--- src/rtl/acp_pkg.sv ---
package acp_pkg;
    localparam int WORD_W = 24;
    localparam int CMD_W  = 8;
    localparam int IDX_W  = 6;
    localparam int KIND_W = 3;
    localparam int PTR_W  = 4;

    typedef enum logic [1:0] {
        ST_HOLD,
        ST_CMD,
        ST_WDATA,
        ST_RDATA
    } port_state_t;

    function automatic logic [7:0] chop_ratio(input logic [1:0] sel);
        unique case (sel)
            2'b00: return 8'd128;
            2'b01: return 8'd8;
            2'b10: return 8'd2;
            2'b11: return 8'd32;
        endcase
    endfunction
endpackage

--- src/rtl/acp_sync.sv ---
module acp_sync #(
    parameter int STAGES = 2
) (
    input  logic clk,
    input  logic rst_n,
    input  logic sclk,
    input  logic sdi,
    input  logic cs_n,
    output logic sclk_rise,
    output logic sclk_fall,
    output logic sdi_q,
    output logic cs_act
);
    logic [STAGES:0]   sclk_p;
    logic [STAGES-1:0] sdi_p;
    logic [STAGES-1:0] cs_p;

    always_ff @(posedge clk or negedge rst_n) begin
        if (!rst_n) begin
            sclk_p <= '0;
            sdi_p  <= '0;
            cs_p   <= '1;
        end else begin
            sclk_p <= {sclk_p[STAGES-1:0], sclk};
            sdi_p  <= {sdi_p[STAGES-2:0], sdi};
            cs_p   <= {cs_p[STAGES-2:0], cs_n};
        end
    end

    assign sclk_rise = sclk_p[STAGES-1] & ~sclk_p[STAGES];
    assign sclk_fall = ~sclk_p[STAGES-1] & sclk_p[STAGES];
    assign sdi_q     = sdi_p[STAGES-1];
    assign cs_act    = ~cs_p[STAGES-1];
endmodule

--- src/rtl/acp_regfile.sv ---
module acp_regfile
    import acp_pkg::*;
#(
    parameter int               NCH      = 4,
    parameter logic [WORD_W-1:0] CFG_MASK = 24'h01FFFF,
    parameter logic [WORD_W-1:0] GAIN_RST = 24'h400000
) (
    input  logic                  clk,
    input  logic                  rst_n,
    input  logic                  wr_en,
    input  logic [IDX_W-1:0]      idx,
    input  logic [WORD_W-1:0]     wdata,
    input  logic [WORD_W-1:0]     conv_data,
    output logic [WORD_W-1:0]     rdata,
    output logic [WORD_W-1:0]     cfg_q,
    output logic [NCH*WORD_W-1:0] offset_q,
    output logic [NCH*WORD_W-1:0] gain_q
);
    logic [WORD_W-1:0] cfg_r;

    always_ff @(posedge clk or negedge rst_n) begin
        if (!rst_n)                             cfg_r <= '0;
        else if (wr_en && idx == IDX_W'(0))     cfg_r <= wdata & CFG_MASK;
    end
    assign cfg_q = cfg_r;

    for (genvar k = 0; k < NCH; k++) begin : g_ch
        logic [WORD_W-1:0] off_r;
        logic [WORD_W-1:0] gain_r;
        always_ff @(posedge clk or negedge rst_n) begin
            if (!rst_n) begin
                off_r  <= '0;
                gain_r <= GAIN_RST;
            end else if (wr_en) begin
                if (idx == IDX_W'(2 + 2 * k)) off_r  <= wdata;
                if (idx == IDX_W'(3 + 2 * k)) gain_r <= wdata;
            end
        end
        assign offset_q[k*WORD_W +: WORD_W] = off_r;
        assign gain_q[k*WORD_W +: WORD_W]   = gain_r;
    end

    always_comb begin
        rdata = '0;
        if (idx == IDX_W'(0))      rdata = cfg_r;
        else if (idx == IDX_W'(1)) rdata = conv_data;
        else begin
            for (int k = 0; k < NCH; k++) begin
                if (idx == IDX_W'(2 + 2 * k)) rdata = offset_q[k*WORD_W +: WORD_W];
                if (idx == IDX_W'(3 + 2 * k)) rdata = gain_q[k*WORD_W +: WORD_W];
            end
        end
    end


    cfg_undef_zero_chk: assert property (@(posedge clk) disable iff (!rst_n)
        (cfg_r & ~CFG_MASK) == '0);


    no_wr_stable_chk: assert property (@(posedge clk) disable iff (!rst_n)
        !wr_en |=> $stable(cfg_r));
endmodule

--- src/rtl/adc_regport.sv ---
module adc_regport
    import acp_pkg::*;
#(
    parameter int                NCH         = 4,
    parameter int                POR_CYCLES  = 2006,
    parameter int                SYNC_STAGES = 2,
    parameter logic [WORD_W-1:0] CFG_MASK    = 24'h01FFFF,
    parameter logic [WORD_W-1:0] GAIN_RST    = 24'h400000
) (
    input  logic                  clk,
    input  logic                  rst_n,
    input  logic                  cs_n,
    input  logic                  sclk,
    input  logic                  sdi,
    output logic                  sdo,
    output logic                  sdo_oe,
    input  logic [WORD_W-1:0]     conv_data,
    output logic [WORD_W-1:0]     cfg_q,
    output logic [7:0]            chop_div,
    output logic [NCH*WORD_W-1:0] offset_q,
    output logic [NCH*WORD_W-1:0] gain_q,
    output logic                  act_stb,
    output logic [KIND_W-1:0]     act_kind,
    output logic [PTR_W-1:0]      act_ptr
);
    localparam int POR_W = $clog2(POR_CYCLES + 1);
    localparam int CNT_W = $clog2(WORD_W + 1);

    logic sclk_rise, sclk_fall, sdi_q, cs_act;

    acp_sync #(.STAGES(SYNC_STAGES)) u_sync (
        .clk(clk), .rst_n(rst_n), .sclk(sclk), .sdi(sdi), .cs_n(cs_n),
        .sclk_rise(sclk_rise), .sclk_fall(sclk_fall), .sdi_q(sdi_q), .cs_act(cs_act)
    );

    port_state_t          state_q, state_d;
    logic [POR_W-1:0]     por_cnt;
    logic [CNT_W-1:0]     bit_cnt;
    logic [WORD_W-2:0]    sh_in;
    logic [IDX_W-1:0]     idx_q;
    logic [WORD_W-1:0]    out_q;
    logic                 load_pend;
    logic [CMD_W-1:0]     cmd_byte;
    logic [WORD_W-1:0]    wdata, rdata;
    logic                 last_bit, wr_en, cmd_done;

    assign cmd_byte = {sh_in[CMD_W-2:0], sdi_q};
    assign wdata    = {sh_in, sdi_q};
    assign last_bit = (state_q == ST_CMD) ? (bit_cnt == CNT_W'(CMD_W - 1))
                                          : (bit_cnt == CNT_W'(WORD_W - 1));
    assign cmd_done = (state_q == ST_CMD) && cs_act && sclk_rise && last_bit;
    assign wr_en    = (state_q == ST_WDATA) && cs_act && sclk_rise && last_bit;

    // next state
    always_comb begin
        state_d = state_q;
        unique case (state_q)
            ST_HOLD:  if (por_cnt == POR_W'(POR_CYCLES - 1)) state_d = ST_CMD;
            ST_CMD:   if (cmd_done && !cmd_byte[7])
                          state_d = cmd_byte[6] ? ST_RDATA : ST_WDATA;
            ST_WDATA,
            ST_RDATA: if (!cs_act || (sclk_rise && last_bit)) state_d = ST_CMD;
        endcase
    end

    // state register
    always_ff @(posedge clk or negedge rst_n) begin
        if (!rst_n) state_q <= ST_HOLD;
        else        state_q <= state_d;
    end

    // datapath and outputs
    always_ff @(posedge clk or negedge rst_n) begin
        if (!rst_n) begin
            por_cnt   <= '0;
            bit_cnt   <= '0;
            sh_in     <= '0;
            idx_q     <= '0;
            out_q     <= '0;
            load_pend <= 1'b0;
            act_stb   <= 1'b0;
            act_kind  <= '0;
            act_ptr   <= '0;
        end else begin
            act_stb <= 1'b0;
            if (state_q == ST_HOLD) begin
                por_cnt <= por_cnt + 1'b1;
                bit_cnt <= '0;
            end else if (!cs_act) begin
                bit_cnt   <= '0;
                load_pend <= 1'b0;
            end else begin
                if (sclk_rise) begin
                    sh_in   <= {sh_in[WORD_W-3:0], sdi_q};
                    bit_cnt <= last_bit ? '0 : bit_cnt + 1'b1;
                end
                if (cmd_done) begin
                    if (cmd_byte[7]) begin
                        act_stb  <= 1'b1;
                        act_kind <= cmd_byte[6:4];
                        act_ptr  <= cmd_byte[3:0];
                    end else begin
                        idx_q     <= cmd_byte[IDX_W-1:0];
                        load_pend <= cmd_byte[6];
                    end
                end
                if (sclk_fall && state_q == ST_RDATA) begin
                    if (load_pend) begin
                        out_q     <= rdata;
                        load_pend <= 1'b0;
                    end else begin
                        out_q <= {out_q[WORD_W-2:0], 1'b0};
                    end
                end
            end
        end
    end

    assign sdo_oe   = cs_act && (state_q == ST_RDATA);
    assign sdo      = sdo_oe ? out_q[WORD_W-1] : 1'b0;
    assign chop_div = chop_ratio(cfg_q[1:0]);

    acp_regfile #(.NCH(NCH), .CFG_MASK(CFG_MASK), .GAIN_RST(GAIN_RST)) u_regs (
        .clk(clk), .rst_n(rst_n), .wr_en(wr_en), .idx(idx_q), .wdata(wdata),
        .conv_data(conv_data), .rdata(rdata), .cfg_q(cfg_q),
        .offset_q(offset_q), .gain_q(gain_q)
    );


    act_pulse_chk: assert property (@(posedge clk) disable iff (!rst_n)
        act_stb |=> !act_stb);


    hold_quiet_chk: assert property (@(posedge clk) disable iff (!rst_n)
        (state_q == ST_HOLD) |-> (!act_stb && !wr_en));


    bitcnt_range_chk: assert property (@(posedge clk) disable iff (!rst_n)
        bit_cnt < CNT_W'(WORD_W));
endmodule

--- config.mk ---
export PLATFORM = sky130hd
export DESIGN_NAME = adc_regport
export DESIGN_NICKNAME = d
export VERILOG_FILES = /design/src/rtl/acp_pkg.sv /design/src/rtl/acp_sync.sv /design/src/rtl/acp_regfile.sv /design/src/rtl/adc_regport.sv
export SDC_FILE = /design/constraint.sdc
export NUM_CORES = 1
export LEC_CHECK = 0
export BUFFER_PORTS_ARGS = -buffer_cell sky130_fd_sc_hd__buf_2
export CORE_MARGIN = 4
export CORE_UTILIZATION = 45
export CTS_CLUSTER_SIZE = 30
export DETAILED_ROUTE_END_ITERATION = 7
export PLACE_DENSITY = 0.67
export SYNTH_ARGS = -nofsm -noshare
export SYNTH_HDL_FRONTEND = slang
export SYNTH_SLANG_ARGS = --single-unit
--- constraint.sdc ---
create_clock -name clk -period 3.18 [get_ports clk]
set_clock_uncertainty 0.15 [all_clocks]
set_input_delay 0.636 -clock clk [delete_from_list [all_inputs] [get_ports clk]]
set_output_delay 0.636 -clock clk [all_outputs]
set_load 0.02 [all_outputs]
* Yosys cells after proc, flatten, opt, wreduce, memory -nomap -nowiden
Index checks and enable logic that the tools add are counted.
** Operators by class
- $add $sub $neg :: 2
- $mul :: 0
- Divide/modulo/power cells :: 0
- Order comparisons :: 0
- Equal/unequal tests :: 21
- Shift operators :: 0
- Mux-type cells :: 32
- Bitwise logic cells :: 7
- Reduce and logical (&&, ||, !) cells :: 31
** Operators with widths (number)
- 24-bit two-way mux :: 11
- 8-bit case mux with 4 select lines :: 1
- 6-bit by 3-bit == test with 1-bit output, second input constant :: 4
- 5-bit two-way mux :: 4
- 2-bit AND reduction :: 8
- 6-bit by 2-bit == test with 1-bit output, second input constant :: 2
- 6-bit by 4-bit == test with 1-bit output, second input constant :: 2
- 1-bit two-way mux :: 12
- 11-bit by 1-bit adder with 11-bit output, second input constant :: 1
- 11-bit == test, second input constant :: 1
- 1-bit logical AND :: 11
- 3-bit AND reduction :: 3
- 2-bit == test, second input constant :: 4
- 4-bit AND reduction :: 2
- 6-bit by 1-bit == test with 1-bit output, second input constant :: 1
- 6-bit logical NOT :: 1
- 2-bit two-way mux :: 3
- 2-bit case mux with 3 select lines :: 1
- 5-bit by 1-bit adder with 5-bit output, second input constant :: 1
- 5-bit by 3-bit == test with 1-bit output, second input constant :: 1
- 5-bit == test, second input constant :: 1
- 1-bit NOT :: 5
- 2-bit by 1-bit == test with 1-bit output, second input constant :: 2
- 2-bit logical NOT :: 2
- 7 further kinds :: 9
** Storage, ports and cells
- Bits in registers :: 296
- Bits in latches :: 0
- Memory bits (writable) :: 0
- ROM bits :: 0
- Bits of input ports :: 29
- Output and inout port bits :: 234
- Word-level logic and storage cells :: 115
- Memories :: 0

* Depth between registers and ports, before layout
Gate-level depths: netlist (run 1).
- Depth after elaboration :: 12
- Mapped depth :: 9
- Gate-level depth less buffers :: 6

* Hierarchy
Synthesis (run 1) repeated with hierarchy kept, for this count alone.
** Second synthesis, totals
- Cells, all modules :: 1040
- Area, all modules :: 13624.3 um2
** Modules (own cells, without submodules)
- acp_regfile :: times used 1, cells each 740, area an instance 9940.8 um2, seq. area each 5235.0 um2
- adc_regport :: times used 1, cells each 290, area an instance 3487.1 um2, seq. area each 2001.9 um2
- acp_sync :: times used 1, cells each 10, area an instance 196.4 um2, seq. area each 177.7 um2

* Least setup slack after synthesis (run 1)
No wires, ideal clock.
- Kind :: register to register
- Start :: register state_q[0]
- End :: register u_regs.g_ch[0].gain_r[10]
- Library setup time :: 125 ps
- Data arrival time :: 1998 ps
- Required time :: 2905 ps
- Path slack :: 908 ps
- Stages on the path, launching flop included :: 9
- Buffers on the path :: 3
- Period minus slack after synthesis :: 2272 ps
- Cell sequence :: dfrtp_1 buf_2 nor2b_2 xnor2_1 and4bb_1 buf_4 nand2_1 buf_2 mux2_2
** On the way
- Longest elaborated chain between the ends :: 5
- Elaborated cells on any way between the ends :: 7
- Those cells by class :: eq/ne (2); mux (1); reduce/logical (4)
** RTL lines
- start: declaration :: RTL line adc_regport.sv:36 : port_state_t state_q, state_d;
- start signal: assignment :: RTL line adc_regport.sv:69 : else state_q <= state_d;
- 2-bit == test :: RTL line adc_regport.sv:52 : assign wr_en = (state_q == ST_WDATA) && cs_act && sclk_rise && last_bit;
- 1-bit logical AND (2 in series) :: RTL line adc_regport.sv:52
- 1-bit logical AND * :: RTL line adc_regport.sv:52
- 2-bit AND reduction (no line) *
- end signal: assignment :: RTL line acp_regfile.sv:36 : if (idx == IDX_W'(3 + 2 * k)) gain_r <= wdata;
- end: declaration :: RTL line acp_regfile.sv:29 : logic [WORD_W-1:0] gain_r;
Every way passes the cells marked *; elsewhere a longest branch is shown, timed or not.
A chain may end at the register's enable or synchronous reset.

* Worst setup path after layout (run 1)
- Start :: register u_sync.cs_p[1]
- End :: output port sdo
** On the way
- Longest elaborated chain between the ends :: 3
** RTL lines
- start: declaration :: RTL line acp_sync.sv:16 : logic [STAGES-1:0] cs_p;
- start signal: assignment :: RTL line acp_sync.sv:26 : cs_p <= {cs_p[STAGES-2:0], cs_n};
- 1-bit NOT (no line)
- 1-bit logical AND :: RTL line adc_regport.sv:119 : assign sdo_oe = cs_act && (state_q == ST_RDATA);
- 1-bit two-way mux :: RTL line adc_regport.sv:120 : assign sdo = sdo_oe ? out_q[WORD_W-1] : 1'b0;
- end: declaration :: RTL line adc_regport.sv:15 : output logic sdo,
Every way passes these cells.

==> results of run 1 <==
[worst max-delay path, cell delays in order, from the launching register on]
cell	delay [ns]
dfstp_2	0.62
nand3b_1	0.32
inv_1	0.16
and2_1	0.21
buf_2	0.16
[metal layers]
metal | vias to the layer above | track usage, %
li1 | 4425 | -
met1 | 5246 | 35.85
met2 | 599 | 40.76
met3 | 87 | 7.489
met4 | 4 | 7.864
met5 | - | 0
[per-stage QoR]
step,worst slack [ns],hold WS [ns]
finish,0.3594,0.01942
global route,0.2736,0.001122
CTS,0.3594,0.001314
detailed placement,0.5407,0.1862
global placement,0.5773,0.1864
floorplan,0.9076,0.1812
[power by group]
group | switching (mW) | internal, mW | leakage [nW]
clock | 1.47 | 2.07 | 0.492
combinational | 0.103 | 0.0311 | 3.84
sequential | 0.00559 | 3.77 | 4.01
[area by class of cell]
class	count	area (µm²)
clock buffers	49	933.4
clock inverters	6	58.81
fillers	2479	12710
inverters	14	52.55
multi-input cells	656	5480
flip-flops and latches	296	7415
well taps	384	480.5
repair buffers	311	1807
[timing repair]
| action | CTS | global route |
|---|---|---|
| endpoints found under the hold margin | 20 | 0 |
| hold buffers | 1 | 0 |
| buffers inserted | 0 | 0 |
[sequential cells by signal, summed over array words and instances (netlist names), 3 cells and up]
signal and cells:
u_sync.sclk_p 3, act_kind 3, por_cnt 11, u_regs.g_ch.gain_r 96, out_q 24, sh_in 23
u_regs.cfg_q 17, bit_cnt 5, act_ptr 4, u_regs.g_ch.off_r 96, idx_q 6
[placed cells by master, fill, tap and decap left out, types with 5 or more instances in the layout]
| master | Yosys | layout |
|---|---|---|
| a211oi_1 | 5 | 5 |
| a21o_1 | 5 | 5 |
| a21oi_1 | 16 | 16 |
| a221oi_1 | 15 | 15 |
| a222oi_1 | 24 | 24 |
| a22oi_1 | 39 | 39 |
| and3_1 | 22 | 22 |
| buf_12 | 0 | 7 |
| buf_2 | 31 | 250 |
| buf_4 | 12 | 52 |
| clkbuf_1 | 47 | 9 |
| clkbuf_16 | 0 | 31 |
| clkbuf_8 | 0 | 9 |
| conb_1 | 1 | 11 |
| dfrtp_1 | 290 | 290 |
| dfstp_2 | 6 | 6 |
| inv_1 | 13 | 13 |
| mux2_2 | 244 | 244 |
| nand2_1 | 53 | 53 |
| nand2b_1 | 5 | 5 |
| nand3_1 | 30 | 30 |
| nand4_1 | 18 | 18 |
| nor2_1 | 18 | 17 |
| nor2b_1 | 6 | 5 |
| nor3_1 | 9 | 7 |
| o21ai_0 | 27 | 27 |
| o22ai_1 | 6 | 6 |
| o311ai_0 | 12 | 12 |
| or2_2 | 14 | 14 |
| xnor2_1 | 7 | 7 |
| xor2_1 | 7 | 7 |
[cells by family after synthesis]
logic type               count (synthesis)  synth area share (%)
buffers and inverters                  113                 3.821
AND/OR/NAND/NOR                        204                 8.497
AO/OA/AOI/OAI                          176                 9.896
flip-flops                             296                 55.64
adder cells (fa/ha/maj)                  3                0.2817
XOR/XNOR                                14                0.9201
other                                    1               0.02814
multiplexers                           248                 20.92
[worst max path at each step]
| stage | startpoint | endpoint | cells past startpoint |
|---|---|---|---|
| detailed placement | idx_q[5]$_DFFE_PN0P_ | out_q[23]$_DFFE_PN0P_ | 6 |
| finish | u_sync.cs_p[1]$_DFF_PN1_ | sdo | 4 |
| global placement | idx_q[1]$_DFFE_PN0P_ | u_regs.g_ch[1].off_r[16]$_DFFE_PN0P_ | 5 |
| global route | u_sync.cs_p[1]$_DFF_PN1_ | sdo | 4 |
| CTS | u_sync.cs_p[1]$_DFF_PN1_ | sdo | 4 |
| floorplan | state_q[0]$_DFFE_PN0P_ | u_regs.g_ch[0].gain_r[10]$_DFFE_PN0P_ | 8 |
==> results.toml, run 1 <==
[power_and_ir_drop]
total_power_mw = 7.450
powerDensity_nw_per_um2 = 459.1
power_leakage_nw = 8.333
ir_drop_mv = 0.4294

[floorplan]
pin_count = 263
fp.dieH_um = 180.1
start_util_pct = 46.06
die_area_um2 = 32430
die_w_um = 180.1
rows = 62
core_um2 = 28940

[yosys]
synth_edf_count = 0
synthTopCellsByArea = "dfrtp_1, mux2_2, a22oi_1"
synth_ff_type = "dfrtp_1"
async_reset_ff_share_pct = 100.0
synth_seq_cells = 296
yosys_warnings = 0
yosysSeqAreaShare_pct = 55.64
synthCells = 1055
syn_area_per_cell_um2 = 12.63
netlist_area_um2 = 13330
synth_commonest_cells = "dfrtp_1, mux2_2, nand2_1"
synth.largest_area_cell = "dfrtp_1"
synth_top_area_share_pct = 54.45
synthMostInstantiatedCell = "dfrtp_1"
ys_types = 66

[cts]
numCtsBuffers = 31
cts_resized = 0
cts_tree = "done"
clock_latency_ns = 0.57
cts.sinks = 296
clk_path_buf_depth = 3
cts.htree.levels = 1
clk_pin_slew_worst_paths_ns = 0.06
cts_root_buf = "clkbuf_16"

[drt]
ant_nets = 0
wl_met1_um = 17840
wl_per_cell_um = 25.54
drc = 0
vias_per_cell = 6.038
dr_wl_met2_um = 20070
drt_wl_total_um = 43830
num_vias = 10360
dr.pass1.iters = 7
drtIter0Drc = 990
top_layer = "met5"
met3WireLength_um = 4660

[critical_path]
worst-r2r-setup-slack_ns = 0.51
crit_type = "reg2out"
worstPathMaxFanout = 8
crit_required_ns = 2.39
cp-end-kind = "output pin"
r2r-start = "idx_q[5]$_DFFE_PN0P_"
rr_worst_depth = 6
arrival_ns = 2.03
worstSetupStartpointType = "flip-flop"
r2r_end = "out_q[23]$_DFFE_PN0P_"

[sta]
fin_crit_sh_pct = 88.70
rsz0062_at_grt = "no"
tightest_slew_ns = 0.8370
slew_viol_final = 0
fin_crit_ns = 2.821
tns_ns = 0
fmax_ghz = 0.3545
max-slew-margin-rel_pct = 44.20
finalSetupViolCount = 0
finalHoldViolations = 0

[grt]
grt_usage_pct = 26.12
grt_max_degree = 96
grt_remaining_overflow = 0
antenna_found_initial = 2
grt_pass1_wl_um = 65980
grt_pass1_vias = 10540

[min_path]
hp-start = "cs_n"
hold_depth = 1
hp-class = "in2reg"
hold_path_end = "u_sync.cs_p[0]$_DFF_PN1_"

[place]
dp_hpwl_um = 29800
port_buffers = 251
routabilityCongestion = 0.8684
placed_area_um2 = 15220
post-place-cells = 1660

[flow_run]
max_cap_violations = 0

[layout]
design_area_um2 = 16230
drive_gt1_share_pct = 47.60
instances_no_fill = 1716
area_growth_pct = 21.76
finalNetCount = 1342
finish.utilization_pct = 56.08
antennaDiodeCount = 0

[outcome]
outcome = "finished clean"
No activity file was read; power rests on OpenSTA's default activity.
==> run 2: changes to the inputs <==
--- a/config.mk
+++ b/config.mk
@@ -13,4 +13,5 @@
 export PLACE_DENSITY = 0.67
 export SYNTH_ARGS = -nofsm -noshare
 export SYNTH_HDL_FRONTEND = slang
+export SYNTH_HIERARCHICAL = 1
 export SYNTH_SLANG_ARGS = --single-unit
==> constraint.sdc (replaced) <==
create_clock -name clk -period 2.61 [get_ports clk]
set_clock_uncertainty 0.15 [all_clocks]
set_input_delay 0.522 -clock clk [delete_from_list [all_inputs] [get_ports clk]]
set_output_delay 0.522 -clock clk [all_outputs]
set_load 0.02 [all_outputs]
==> run 2 against run 1 <==
Effect of this change: utilization fell by 0.45 points; wire length down 4.7%; power is 21% higher; clock power grew 19%; sequential power up 22%; die area rose by 2.1%; non-clock buffer count is 1 lower; global-route usage fell by 1.6 points; design area rose by 1.9%; critical path type is now reg2reg; highest routed layer unchanged.
==> results.toml, run 2 <==
[critical_path]
path_cells = "buf_4 -> nor4_1 -> buf_4 -> and2_1 -> a22oi_1 -> nand3_1 -> mux2i_1 -> o21ai_0"
crit_buf_inv = 2
worstPathMaxFanout = 16
crit_required_ns = 2.92
crit_top_cell = "buf_4"
worst-r2r-setup-slack_ns = 0.12
crit_type = "reg2reg"
crit_slowest_cell = "dfrtp_2"
worstSetupStartpointType = "flip-flop"
slowest_delay_ns = 0.54
arrival_ns = 2.80
cp-end-kind = "flip-flop"
crit_family = "simple AND/OR/NAND/NOR gates"

[drt]
num_vias = 9981
ant_nets = 0
vias_per_cell = 5.759
drtIter0Drc = 693
drt_wl_total_um = 41770
drc = 0
wl_per_cell_um = 24.10
dr.pass1.iters = 5

[floorplan]
die_area_um2 = 33120
fp.dieH_um = 182
die_w_um = 182
rows = 63
core_um2 = 29720
start_util_pct = 45.85
pin_count = 263

[yosys]
synth_ff_type = "dfrtp_1"
synth_seq_cells = 296
async_reset_ff_share_pct = 100.0
yosys_warnings = 6
synth_top_area_share_pct = 53.26
netlist_area_um2 = 13620
synth.largest_area_cell = "dfrtp_1"
synthMostInstantiatedCell = "dfrtp_1"
synth_commonest_cells = "dfrtp_1, mux2_2, nand2_1"
synth_edf_count = 0
yosysSeqAreaShare_pct = 54.42
synthTopCellsByArea = "dfrtp_1, mux2_2, mux2i_1"
syn_area_per_cell_um2 = 13.10
synthCells = 1040
ys_types = 63

[grt]
grt_pass1_vias = 10180
grt_remaining_overflow = 0
grt_usage_pct = 24.50
grt_max_degree = 88
grt_pass1_wl_um = 63040
antenna_found_initial = 2

[flow_run]
max_cap_violations = 0

[cts]
clk_path_buf_depth = 3
cts_root_buf = "clkbuf_16"
clock_latency_ns = 0.55
numCtsBuffers = 31
cts.htree.levels = 1
cts_tree = "done"
clk_pin_slew_worst_paths_ns = 0.06
cts.sinks = 296

[power_and_ir_drop]
clkPwrFrac_pct = 47.1
seqPwrFrac_pct = 51.2
p_int_mw = 7.063
power_leakage_nw = 8.644
powerDensity_nw_per_um2 = 543.5
swShare_pct = 21.39
p_comb_share_pct = 1.7
ir_drop_mv = 0.4221
total_power_mw = 8.985
p_sw_mw = 1.922

[min_path]
hp-class = "reg2reg"

[sta]
max-slew-margin-rel_pct = 53.29
finalSetupViolCount = 0
slew_viol_final = 0
tns_ns = 0
fin_crit_sh_pct = 95.39
finalHoldViolations = 0
fin_crit_ns = 2.490
tightest_slew_ns = 0.7007
hold_ws_ns = 0.2000
rsz0062_at_grt = "no"
fmax_ghz = 0.4016

[outcome]
outcome = "finished clean"

[layout]
final_cell_mix = "dfrtp_1, mux2_2, buf_2"
fill_cells = 2542
antennaDiodeCount = 0
reg_top3 = "u_regs/g_ch.gain_r x96, u_regs/g_ch.off_r x96, out_q x24"
drive_gt1_share_pct = 48.99
finalNetCount = 1354
final_common_cell = "dfrtp_1"
finish.utilization_pct = 55.63
area_growth_pct = 21.34

[place]
port_buffers = 251
routabilityCongestion = 0.8428
dp_hpwl_um = 29770
==> run 2: cell count changes in the layout (fill, tap and decap cells not counted), moves of 13 or more <==
cell	previous run	this run
a222oi_1	24	2
a22oi_1	39	12
and3_1	22	2
mux2_2	244	260
mux2i_1	4	51
nand4_1	18	5
o21ai_0	27	49
o22ai_1	6	27
==> run 2: area by class of cell <==
cell class	count	area (µm²)	area share [%]
repair buffers	310	1832	11.08
flip-flops and latches	296	7420	44.88
well taps	390	488.0	2.952
inverters	5	18.77	0.1135
clock buffers	44	884.6	5.351
clock inverters	10	80.08	0.4844
multi-input cells	678	5809	35.14
==> run 2: path summary, 6_finish.rpt <==
check / start / to / depth (start not counted)
min reg2reg: u_sync/sclk_p[0]$_DFF_PN0_ / u_sync/sclk_p[1]$_DFF_PN0_ / 0
min: u_sync/sclk_p[0]$_DFF_PN0_ / u_sync/sclk_p[1]$_DFF_PN0_ / 0
min in group asynchronous: rst_n / bit_cnt[1]$_DFFE_PN0P_ / 2
max reg2reg: idx_q[1]$_DFFE_PN0P_ / out_q[16]$_DFFE_PN0P_ / 8
max in group asynchronous: rst_n / u_regs/g_ch[0].gain_r[22]$_DFFE_PN1P_ / 3
max: idx_q[1]$_DFFE_PN0P_ / out_q[16]$_DFFE_PN0P_ / 8
==> run 2: power groups by stage <==
stage	Combinational, mW	Sequential, mW	Clock, mW
2_1_floorplan	0.0319	4.68	0
3_3_place_gp	0.157	4.68	0
3_5_place_dp	0.157	4.68	0
4_1_cts	0.163	4.60	4.30
5_1_grt	0.178	4.60	4.50
6_report	0.156	4.60	4.23
==> run 2: layer usage <==
layer | wire, µm | share of wire, % | up-vias | global-route usage, %
li1 | - | - | 4364 | -
met4 | 999 | 2.4 | 4 | 6.154
met1 | 17650 | 42 | 5122 | 33.55
met5 | 24 | 0.057 | - | 0
met3 | 3541 | 8.5 | 66 | 6.210
met2 | 19560 | 47 | 425 | 39.34
==> run 2: cells by family after synthesis <==
| kind of cell | count (synthesis) | synth area share (%) |
|---|---|---|
| mux | 322 | 26.50 |
| flops | 296 | 54.42 |
| simple gates | 174 | 7.081 |
| compound gates | 153 | 7.466 |
| buf+inv | 75 | 3.233 |
| xor+xnor | 15 | 0.9643 |
| fa+ha+maj | 3 | 0.2755 |
| other cells | 2 | 0.05512 |
==> run 2: metrics by stage <==
stage	area (µm²)	worst slack (ns)	std cells
global placement	15500	0.1204	1671
finish	16530	0.1202	1733
global route	16530	0.007321	1733
detailed placement	15500	0.07537	1671
CTS	16500	0.06239	1729
floorplan	13660	0.3045	1049
==> run 2: what timing repair did <==
item                       in CTS  in global routing
buffers inserted                0                  4
resized for setup               0                  0
hold buffers                    4                  0
setup endpoints to repair       0                  4
hold endpoints to repair       26                  0
==> run 3: changes to the inputs <==
--- a/config.mk
+++ b/config.mk
@@ -8,6 +8,7 @@
 export BUFFER_PORTS_ARGS = -buffer_cell sky130_fd_sc_hd__buf_2
 export CORE_MARGIN = 4
 export CORE_UTILIZATION = 45
+export CTS_BUF_LIST = sky130_fd_sc_hd__clkbuf_2
 export CTS_CLUSTER_SIZE = 30
 export DETAILED_ROUTE_END_ITERATION = 7
 export PLACE_DENSITY = 0.67
==> run 3 against run 2 <==
Effect of this change: critical path depth down 4; sequential power about the same; cell count up 5.5%; die area unchanged; design area down 0.58%; critical endpoint is now sdo; wire length up 1.5%; global-route usage up 0.61 points; count of clock-buffer cells in the layout up 69; sequential share of layout area up 0.28 points; worst hold slack worse by 0.12 ns.
==> results.toml, run 3 (synthesized netlist as in run 2, its figures left out) <==
[outcome]
outcome = "finished clean"

[sta]
rsz0062_at_grt = "yes"
tns_ns = 0
tightest_slew_ns = 0.7222
max-slew-margin-rel_pct = 51.86
finalSetupViolCount = 0
fin_crit_sh_pct = 97.10
finalHoldViolations = 0
fmax_ghz = 0.3946
slew_viol_final = 0
fin_crit_ns = 2.534

[critical_path]
worstPathMaxFanout = 3
crit_required_ns = 1.94
crit_family = "flip-flops"
slowest_delay_ns = 0.54
path_cells = "inv_2 -> and3_4 -> and2_4 -> buf_6"
worstSetupStartpointType = "flip-flop"
crit_slowest_cell = "dfstp_2"
arrival_ns = 1.86
cp-end-kind = "output pin"
crit_buf_inv = 2
crit_type = "reg2out"

[grt]
grt_pass1_vias = 10600
grt_pass1_wl_um = 64090
antenna_found_initial = 2
grt_remaining_overflow = 0
grt_max_degree = 88
grt_usage_pct = 25.11

[cts]
clock_latency_ns = 0.87
cts.htree.levels = 3
clk_path_buf_depth = 3
cts.sinks = 296
numCtsBuffers = 77
clk_pin_slew_worst_paths_ns = 0.10
cts_tree = "done"
cts_root_buf = "clkbuf_2"

[drt]
drtIter0Drc = 708
wl_per_cell_um = 23.18
ant_nets = 0
num_vias = 10380
dr.pass1.iters = 5
drc = 0
vias_per_cell = 5.677
drt_wl_total_um = 42400

[layout]
instances_no_fill = 1829
finalNetCount = 1418
finish.utilization_pct = 55.31
final_cell_mix = "dfrtp_1, mux2_2, buf_2"
reg_top3 = "u_regs/g_ch.gain_r x96, u_regs/g_ch.off_r x96, out_q x24"
drive_gt1_share_pct = 51.36
area_growth_pct = 20.64
final_common_cell = "dfrtp_1"

[floorplan]
pin_count = 263
core_um2 = 29720
start_util_pct = 45.85
rows = 63
fp.dieH_um = 182
die_area_um2 = 33120
die_w_um = 182

[power_and_ir_drop]
seqPwrFrac_pct = 58.1
p_sw_mw = 2.021
swShare_pct = 25.57
ir_drop_mv = 0.3262
p_int_mw = 5.882
p_comb_share_pct = 2.3
powerDensity_nw_per_um2 = 480.9
power_leakage_nw = 8.769
total_power_mw = 7.904
clkPwrFrac_pct = 39.6

[place]
dp_hpwl_um = 29770
routabilityCongestion = 0.8428
post-place-cells = 1671
port_buffers = 251

[min_path]
hp-class = "in2reg"

[flow_run]
max_cap_violations = 0
==> run 3: changes by cell type in the layout (fill, tap and decap cells not counted), moves of 6 or more <==
cell / before / now
clkbuf_8: 6 / 0
clkbuf_1: 7 / 0
clkbuf_2: 0 / 113
clkinv_1: 1 / 11
dlygate4sd3_1: 4 / 20
clkbuf_16: 31 / 0
==> run 3: power by group through the flow <==
stage | clock [mW] | combinational [mW] | sequential, mW
after floorplan | 0 | 0.0319 | 4.68
after global placement | 0 | 0.157 | 4.68
after detailed placement | 0 | 0.157 | 4.68
after CTS | 3.22 | 0.188 | 4.59
after global routing | 3.47 | 0.206 | 4.60
final | 3.13 | 0.182 | 4.59
==> run 3: worst paths after layout <==
check                                           from                                    end  slack (ns)  depth (start not counted)
min                                    conv_data[12]                  out_q[12]$_DFFE_PN0P_        0.08                          5
max reg2reg                     idx_q[5]$_DFFE_PN0P_   u_regs/g_ch[2].gain_r[8]$_DFFE_PN0P_        0.08                          4
min reg2reg                u_sync/sdi_p[0]$_DFF_PN0_              u_sync/sdi_p[1]$_DFF_PN0_        0.21                          0
min in group asynchronous                      rst_n                   idx_q[0]$_DFFE_PN0P_        0.10                          3
max in group asynchronous                      rst_n  u_regs/g_ch[1].gain_r[22]$_DFFE_PN1P_        1.70                          3
max                         u_sync/cs_p[1]$_DFF_PN1_                                    sdo        0.08                          4
==> run 3: area by class of cell <==
| class | instances | area, µm² |
|---|---|---|
| Antenna cell | 2 | 5.005 |
| Clock buffer | 113 | 565.5 |
| Clock inverter | 17 | 93.84 |
| Fill cell | 2601 | 13280 |
| Inverter | 5 | 18.77 |
| Multi-Input combinational cell | 678 | 5817 |
| Sequential cell | 296 | 7422 |
| Tap cell | 390 | 488.0 |
| Timing Repair Buffer | 328 | 2026 |
==> run 3: layer usage <==
metal  track usage, %  part of all wire, %  up-vias
met3            7.672                  9.0       98
met4            7.235                  2.6        0
li1                 -                    -     4537
met1            33.77                   42     5279
met2            39.60                   47      469
met5                0                    0        -
==> run 3: stage by stage <==
step | hold slack, ns | worst slack, ns | area, µm²
after floorplan | 0.07641 | 0.3045 | 13660
after CTS | 0.03154 | 0.0006810 | 16400
after global routing | 0.04541 | -0.02249 | 16440
after global placement | 0.1846 | 0.1204 | 15500
after detailed placement | 0.1895 | 0.07537 | 15500
final | 0.07804 | 0.07568 | 16440
==> run 3: repair_timing <==
item	4_1_cts	5_1_grt
hold buffers	21	0
gates cloned	0	0
pin swaps	0	1
setup buffers	1	4
endpoints found under the setup margin	1	3
resized for setup	5	2
hold endpoints to repair	309	0
==> run 3: worst register-to-register path, delay by kind of cell (launching register included) <==
family / cells / cell delay [ns]
and+or+nand+nor: 3 / 1.38
DFF: 1 / 0.50
muxes: 1 / 0.37
